**src/rtl/simd_pkg.sv**
```systemverilog
package simd_pkg;
    localparam int DATA_W   = 64;
    localparam int LANE_MIN = 8;
    localparam int N_FLAG   = DATA_W / LANE_MIN;
    localparam int N_WIDTH  = 4;
    localparam int MAC_W    = 16;
    localparam int N_MAC    = DATA_W / MAC_W;
    localparam int ACC_W    = 40;
    localparam int FRAC     = MAC_W - 1;

    typedef enum logic [1:0] {
        OP_ADD  = 2'd0,
        OP_SUB  = 2'd1,
        OP_MAC  = 2'd2,
        OP_MLD  = 2'd3
    } op_e;

    typedef struct packed {
        logic [DATA_W-1:0]      result;
        logic [N_FLAG-1:0]      flags;
        logic [N_MAC*ACC_W-1:0] acc;
    } state_t;
endpackage

```
**src/rtl/simd_addsub_lane.sv**
```systemverilog
module simd_addsub_lane #(
    parameter int W = 8
) (
    input  logic [W-1:0] a_i,
    input  logic [W-1:0] b_i,
    input  logic         sub_i,
    input  logic         sat_en_i,
    input  logic         signed_i,
    output logic [W-1:0] y_o,
    output logic         sat_o
);
    logic [W+1:0] ext_a, ext_b, sum;
    logic         too_low, too_high;

    always_comb begin
        ext_a = signed_i ? {{2{a_i[W-1]}}, a_i} : {2'b00, a_i};
        ext_b = signed_i ? {{2{b_i[W-1]}}, b_i} : {2'b00, b_i};
        sum   = sub_i ? (ext_a - ext_b) : (ext_a + ext_b);
        if (signed_i) begin
            too_low  = sum[W+1] & ~sum[W-1];
            too_high = ~sum[W+1] & sum[W-1];
        end else begin
            too_low  = sum[W+1];
            too_high = ~sum[W+1] & sum[W];
        end
        sat_o = sat_en_i & (too_low | too_high);
        if (!sat_o) begin
            y_o = sum[W-1:0];
        end else if (signed_i) begin
            y_o = too_low ? {1'b1, {(W-1){1'b0}}} : {1'b0, {(W-1){1'b1}}};
        end else begin
            y_o = too_low ? '0 : '1;
        end
    end
endmodule

```
**src/rtl/simd_mac_lane.sv**
```systemverilog
module simd_mac_lane
    import simd_pkg::*;
(
    input  logic [MAC_W-1:0] a_i,
    input  logic [MAC_W-1:0] b_i,
    input  logic [ACC_W-1:0] acc_i,
    input  logic             load_i,
    input  logic             rnd_i,
    output logic [ACC_W-1:0] acc_o,
    output logic [MAC_W-1:0] y_o,
    output logic             sat_o
);
    localparam int PROD_W = 2 * MAC_W;
    localparam int HI_W   = ACC_W + 1 - (MAC_W - 1);

    logic signed [PROD_W-1:0] prod;
    logic        [ACC_W-1:0]  base;
    logic        [ACC_W:0]    half, biased, shifted;
    logic        [HI_W-1:0]   top_bits;

    always_comb begin
        prod    = $signed(a_i) * $signed(b_i);
        base    = load_i ? '0 : acc_i;
        acc_o   = base + {{(ACC_W-PROD_W){prod[PROD_W-1]}}, prod};
        half    = rnd_i ? {{(ACC_W+1-FRAC){1'b0}}, 1'b1, {(FRAC-1){1'b0}}} : '0;
        biased  = {acc_o[ACC_W-1], acc_o} + half;
        shifted = $unsigned($signed(biased) >>> FRAC);
        top_bits = shifted[ACC_W:MAC_W-1];
        sat_o   = ~((&top_bits) | ~(|top_bits));
        if (sat_o) begin
            y_o = shifted[ACC_W] ? {1'b1, {(MAC_W-1){1'b0}}} : {1'b0, {(MAC_W-1){1'b1}}};
        end else begin
            y_o = shifted[MAC_W-1:0];
        end
    end
endmodule

```
**src/rtl/simd_sat_alu.sv**
```systemverilog
module simd_sat_alu
    import simd_pkg::*;
(
    input  logic              clk,
    input  logic              rst_n,
    input  logic [1:0]        lane_mode,
    input  logic [1:0]        op,
    input  logic              sat_en,
    input  logic              is_signed,
    input  logic              round_mode,
    input  logic              clr_flags,
    input  logic [DATA_W-1:0] op_a,
    input  logic [DATA_W-1:0] op_b,
    output logic [DATA_W-1:0] result,
    output logic [N_FLAG-1:0] ovf_flags
);
    state_t state_d, state_q;

    logic [N_WIDTH-1:0][DATA_W-1:0] sum_w;
    logic [N_WIDTH-1:0][N_FLAG-1:0] sat_w;
    logic [N_MAC-1:0][ACC_W-1:0]    mac_acc;
    logic [DATA_W-1:0]              mac_y;
    logic [N_MAC-1:0]               mac_sat;
    logic [N_FLAG-1:0]              new_sat;
    logic [N_MAC*ACC_W-1:0]         acc_flat;

    // one bank of lane adders per lane width
    for (genvar gw = 0; gw < N_WIDTH; gw++) begin : g_width
        localparam int W  = LANE_MIN << gw;
        localparam int NL = DATA_W / W;
        for (genvar gl = 0; gl < NL; gl++) begin : g_lane
            simd_addsub_lane #(.W(W)) u_lane (
                .a_i      (op_a[gl*W +: W]),
                .b_i      (op_b[gl*W +: W]),
                .sub_i    (op == OP_SUB),
                .sat_en_i (sat_en),
                .signed_i (is_signed),
                .y_o      (sum_w[gw][gl*W +: W]),
                .sat_o    (sat_w[gw][gl])
            );
        end
        for (genvar gu = NL; gu < N_FLAG; gu++) begin : g_unused
            assign sat_w[gw][gu] = 1'b0;
        end
    end

    for (genvar gm = 0; gm < N_MAC; gm++) begin : g_mac
        simd_mac_lane u_mac (
            .a_i    (op_a[gm*MAC_W +: MAC_W]),
            .b_i    (op_b[gm*MAC_W +: MAC_W]),
            .acc_i  (state_q.acc[gm*ACC_W +: ACC_W]),
            .load_i (op == OP_MLD),
            .rnd_i  (round_mode),
            .acc_o  (mac_acc[gm]),
            .y_o    (mac_y[gm*MAC_W +: MAC_W]),
            .sat_o  (mac_sat[gm])
        );
    end

    always_comb begin
        state_d = state_q;
        new_sat = '0;
        unique case (op)
            OP_MAC, OP_MLD: begin
                state_d.result = mac_y;
                state_d.acc    = mac_acc;
                new_sat        = N_FLAG'(mac_sat);
            end
            default: begin
                state_d.result = sum_w[lane_mode];
                new_sat        = sat_w[lane_mode];
            end
        endcase
        state_d.flags = clr_flags ? '0 : (state_q.flags | new_sat);
    end

    always_ff @(posedge clk or negedge rst_n) begin
        if (!rst_n) begin
            state_q <= '0;
        end else begin
            state_q <= state_d;
        end
    end

    assign result    = state_q.result;
    assign ovf_flags = state_q.flags;
    assign acc_flat  = state_q.acc;
endmodule

```
**config.mk**
```make
export PLATFORM = sky130hd
export DESIGN_NAME = simd_sat_alu
export DESIGN_NICKNAME = d
export VERILOG_FILES = /design/src/rtl/simd_pkg.sv /design/src/rtl/simd_addsub_lane.sv /design/src/rtl/simd_mac_lane.sv /design/src/rtl/simd_sat_alu.sv
export SDC_FILE = /design/constraint.sdc
export NUM_CORES = 2
export LEC_CHECK = 0
export BUFFER_PORTS_ARGS = -buffer_cell sky130_fd_sc_hd__buf_4
export CAP_MARGIN = 5
export CORE_MARGIN = 3
export CORE_UTILIZATION = 67
export CTS_CLUSTER_DIAMETER = 50
export DETAILED_ROUTE_END_ITERATION = 6
export PLACE_DENSITY_LB_ADDON = 0.05
export SYNTH_ARGS = -nofsm -noshare
export SYNTH_HDL_FRONTEND = slang
export SYNTH_SLANG_ARGS = --single-unit
```
**constraint.sdc**
```tcl
create_clock -name clk -period 6.5 [get_ports clk]
set_clock_uncertainty 0.05 [all_clocks]
set_input_delay 0.65 -clock clk [delete_from_list [all_inputs] [get_ports clk]]
set_output_delay 0.65 -clock clk [all_outputs]
set_load 0.02 [all_outputs]
```
==> flow_summary.json, run 1 <==
{
  "status": "stopped before the end",
  "stop_stage": "5_1_grt",
  "error_line": "[ERROR GRT-0116] Global routing finished with congestion. Check the congestion regions in the DRC Viewer.",
  "async_flop_share_pct": 100.0,
  "place_ws_ps": -3873,
  "syn_nets": 11100,
  "ys.warnings.count": 0,
  "clock_path_buffers": 3,
  "cts_root_buf": "clkbuf_16",
  "gp_congestion": 1.020,
  "grt_max_degree": 119,
  "start_util_pct": 68.09,
  "postCtsHoldBufs": 0,
  "syn_area_sq_um": 76080,
  "grt_overflow": 32,
  "cts.sinks": 232,
  "placed_area_sq_um": 94520,
  "synth_cell_types": 110,
  "h-tree-depth": 2,
  "numCtsBuffers": 46,
  "die_w_um": 343.0,
  "rows": 122,
  "postSynthCellCount": 9218,
  "die_h_um": 343.0,
  "ys_seq_area_share_pct": 7.630,
  "ys.flop_type": "dfrtp_1",
  "grt_first_pass_wirelength_um": 606500,
  "top_level_ports": 210,
  "grtUsageTotal_pct": 68.41,
  "avgSynthCellArea_sq_um": 8.254,
  "grt_pass1_vias": 102300,
  "ys_ff_latch": 232,
  "dpl.hpwl_um": 226000,
  "io_buffer_count": 209,
  "synth_enable_flop_cells": 0
}
[through the flow]
step | util (%) | std cells
CTS | 90.64 | 12580
detailed placement | 84.60 | 12310
global placement | 84.60 | 12310
floorplan | - | 9218
[synth_stat cells, drive strengths merged (39+ instances only)]
cell type | count | share of area [%]
nor4 | 44 | 0.38
and3 | 83 | 0.70
buf | 55 | 0.32
clkbuf | 350 | 1.7
o211ai | 62 | 0.62
xor2 | 217 | 2.5
xnor2 | 424 | 4.9
nor2 | 492 | 2.4
nand3 | 120 | 0.80
a211oi | 91 | 0.92
fa | 1060 | 28
o21a | 65 | 0.64
a221oi | 39 | 0.47
ha | 687 | 11
o21bai | 67 | 0.66
inv | 1349 | 6.7
o21ai | 333 | 2.2
a21o | 187 | 1.8
a31oi | 72 | 0.59
and2 | 699 | 5.7
nand4 | 57 | 0.47
nor2b | 53 | 0.44
nand2b | 80 | 0.66
nand2 | 858 | 4.2
or3 | 51 | 0.42
o31ai | 53 | 0.55
a21oi | 546 | 3.6
mux2 | 123 | 1.8
dfrtp | 232 | 7.6
o22ai | 48 | 0.39
nor3 | 154 | 1.0
[cell families after synthesis]
logic type | after synthesis | share of synthesized area [%]
DFF | 232 | 7.630
xor gates and xnor gates | 644 | 7.471
and+or+nand+nor | 2845 | 18.93
buffers and inverters | 1757 | 8.717
muxes | 147 | 2.136
AOI/OAI and AO/OA | 1846 | 15.93
adders and majority gates | 1747 | 39.19
[metal layers]
layer,global-route usage (%),overflow
met2,89.96,8
met1,69.68,0
met3,46.32,7
met5,20.06,0
met4,65.59,17
[what timing repair did]
action / 4_1_cts
resized for setup: 755
pin swaps: 383
endpoints found under the setup margin: 172
gates cloned: 6
hold endpoints to repair: 0
buffers inserted: 201
==> run 2: changes to the inputs <==
Settings changed: CORE_UTILIZATION 67 to 40, CTS_CLUSTER_DIAMETER 50 to not set, PLACE_DENSITY_LB_ADDON 0.05 to 0.15.
==> flow_summary.json, run 2 <==
{
  "ys_ff_latch": 232,
  "rr_worst_depth": 20,
  "place_ws_ps": -3771,
  "gp_congestion": 0.9450,
  "clk_latency_ps": 600,
  "ys_seq_area_share_pct": 7.630,
  "cts_root_buf": "clkbuf_16",
  "final_nets": 13120,
  "vias": 73070,
  "ys.flop_type": "dfrtp_1",
  "synth_cell_types": 110,
  "syn_area_sq_um": 76080,
  "route.detailed.drc": 0,
  "dpl.hpwl_um": 223200,
  "yosysTopAreaCell": "fa_1",
  "wl_um": 273200,
  "largest_reg_flops": 160,
  "path_class": "input port to flip-flop",
  "layout_setup_ws_ps": -2819,
  "async_flop_share_pct": 100.0,
  "cts.clk_slew.worst_paths_ps": 70,
  "avgSynthCellArea_sq_um": 8.254,
  "holdCritPathClass": "input port to asynchronous set/reset pin",
  "postSynthCellCount": 9218,
  "end_kind": "flip-flop",
  "h-tree-depth": 2,
  "slowest_stage": "fa_1",
  "rows": 159,
  "grt_pass1_vias": 76400,
  "area_delta_synth_final_pct": 38.20,
  "n_fill_cell": 17020,
  "max_freq_mhz": 107.3,
  "crit_buf_inv": 5,
  "dr.first_iter.drc_count": 4323,
  "top_level_ports": 210,
  "syn_nets": 11100,
  "mostFrequentLayoutCell": "buf_4",
  "postCtsHoldBufs": 0,
  "violations": "negative setup slack",
  "cts_tree": "built",
  "coreArea_sq_um": 188400,
  "fp.dieArea_sq_um": 195500,
  "setup_viol": 169,
  "crit_family": "adder cells",
  "io_buffer_count": 209,
  "drive_above_1_share_pct": 31.69,
  "grt_first_pass_wirelength_um": 427800,
  "cp_data_arrival_time_ps": 9780,
  "drv_cap": 0,
  "tightestPinTransition_ps": 979.1,
  "grt_overflow": 0,
  "avgViaCountPerCell": 5.309,
  "ys.warnings.count": 0,
  "antenna_found_initial": 5,
  "finalHoldViolations": 0,
  "die_w_um": 442.1,
  "status": "complete, but fails checks",
  "start_util_pct": 40.39,
  "rsz0062_at_grt": "true",
  "post-route-period-util_pct": 143.4,
  "path_depth": 37,
  "cts.sinks": 232,
  "ant_nets": 0,
  "die_h_um": 442.1,
  "worstPathMaxFanout": 8,
  "layout_common_cells": "2,077 x buf_4, 1,281 x inv_1, 1,025 x fa_1, 816 x nand2_1, 633 x and2_1",
  "slew_headroom_pct": 34.49,
  "drv_slew": 0,
  "synth_enable_flop_cells": 0,
  "required_ps": 6960,
  "numCtsBuffers": 37,
  "synth_top_area_share_pct": 27.89,
  "grtUsageTotal_pct": 27.39,
  "layout_min_cycle_time_ps": 9319,
  "clock_path_buffers": 3,
  "critPathLaunchType": "input port",
  "synth_area_leaders": "fa_1 28%, ha_1 11%, dfrtp_1 7.6%",
  "grt_max_degree": 126,
  "slowest_delay_ps": 620,
  "drtPass1Iterations": 6,
  "yosys.cell_count.top_type": "inv_1",
  "post_drt_wl_per_cell_um": 19.85,
  "netlist_top_cells_count": "1,348 x inv_1, 1,060 x fa_1, 858 x nand2_1"
}
==> run 2: cell counts after synthesis <==
Identical to the previous run, type by type.
==> run 2: path summary, 6_finish.rpt <==
kind | startpoint | end | slack, ps
min | rst_n | acc_flat[38]$_DFFE_PN0N_ | 70
max in group asynchronous | rst_n | acc_flat[32]$_DFFE_PN0N_ | 4980
min in group clk | clr_flags | ovf_flags[7]$_DFF_PN0_ | 290
max reg2reg | acc_flat[80]$_DFFE_PN0N_ | ovf_flags[2]$_DFF_PN0_ | 1100
min reg2reg | acc_flat[118]$_DFFE_PN0N_ | acc_flat[118]$_DFFE_PN0N_ | 420
max | op_a[35] | ovf_flags[2]$_DFF_PN0_ | -2820
==> run 2: kinds of logic (layout without fill, tap and decap cells) <==
logic type,Yosys count,in the layout,share of synthesized area (%)
and+or+nand+nor,2845,2846,18.93
AOI/OAI and AO/OA,1846,1846,15.93
buffers and inverters,1757,3803,8.717
adders and majority gates,1747,1747,39.19
xor gates and xnor gates,644,644,7.471
DFF,232,232,7.630
muxes,147,147,2.136
other,0,3,0
==> run 2: layout make-up <==
cell class | instances | area (sq um) | share of cell area (%)
clock inverter | 17 | 232.7 | 0.2213
antenna | 3 | 7.507 | 0.007139
sequential | 232 | 5806 | 5.521
clock buffer | 50 | 1077 | 1.025
timing repair buffer | 2384 | 19810 | 18.84
tap | 2495 | 3122 | 2.969
multi-input combinational | 7230 | 70010 | 66.58
inverter | 1352 | 5091 | 4.842
==> run 2: routing by layer <==
| metal | vias to the layer above | GRT usage, % | wire length (um) |
|---|---|---|---|
| li1 | 34510 | - | - |
| met1 | 36430 | 36.07 | 118100 |
| met2 | 1755 | 47.04 | 132100 |
| met3 | 372 | 2.588 | 12120 |
| met4 | 0 | 9.338 | 10850 |
| met5 | - | 0 | 0 |
==> run 2: timing repair <==
item | 4_1_cts | 5_1_grt
pin swaps | 323 | 405
buffers inserted | 144 | 113
setup endpoints to repair | 171 | 177
gates resized for setup | 557 | 522
cloned | 6 | 5
==> run 2: worst reg2reg max path: cells and delay by family, from the launching register on <==
family	cells	cell delay (ps)
buffers and inverters	4	690
and+or+nand+nor	5	1290
xor gates and xnor gates	2	370
AOI/OAI and AO/OA	7	1890
adders and majority gates	2	660
DFF	1	370
==> run 2: stage by stage <==
step,cell area [sq um],util [%],setup TNS (ps),instances,hold slack [ps]
final,105200,55.81,-265010,13760,74.66
after global routing,105200,55.81,-310820,13760,106.6
after CTS,102000,54.16,-258550,13670,70.11
after detailed placement,96910,51.44,-414600,13470,413.8
after global placement,96910,51.44,-404730,13470,405.6
after floorplan,79580,-,-274220,9218,304.4
Power of run 2 is not shown: default switching activity piles up to over one toggle a cycle in this logic, so the estimate is an artifact.
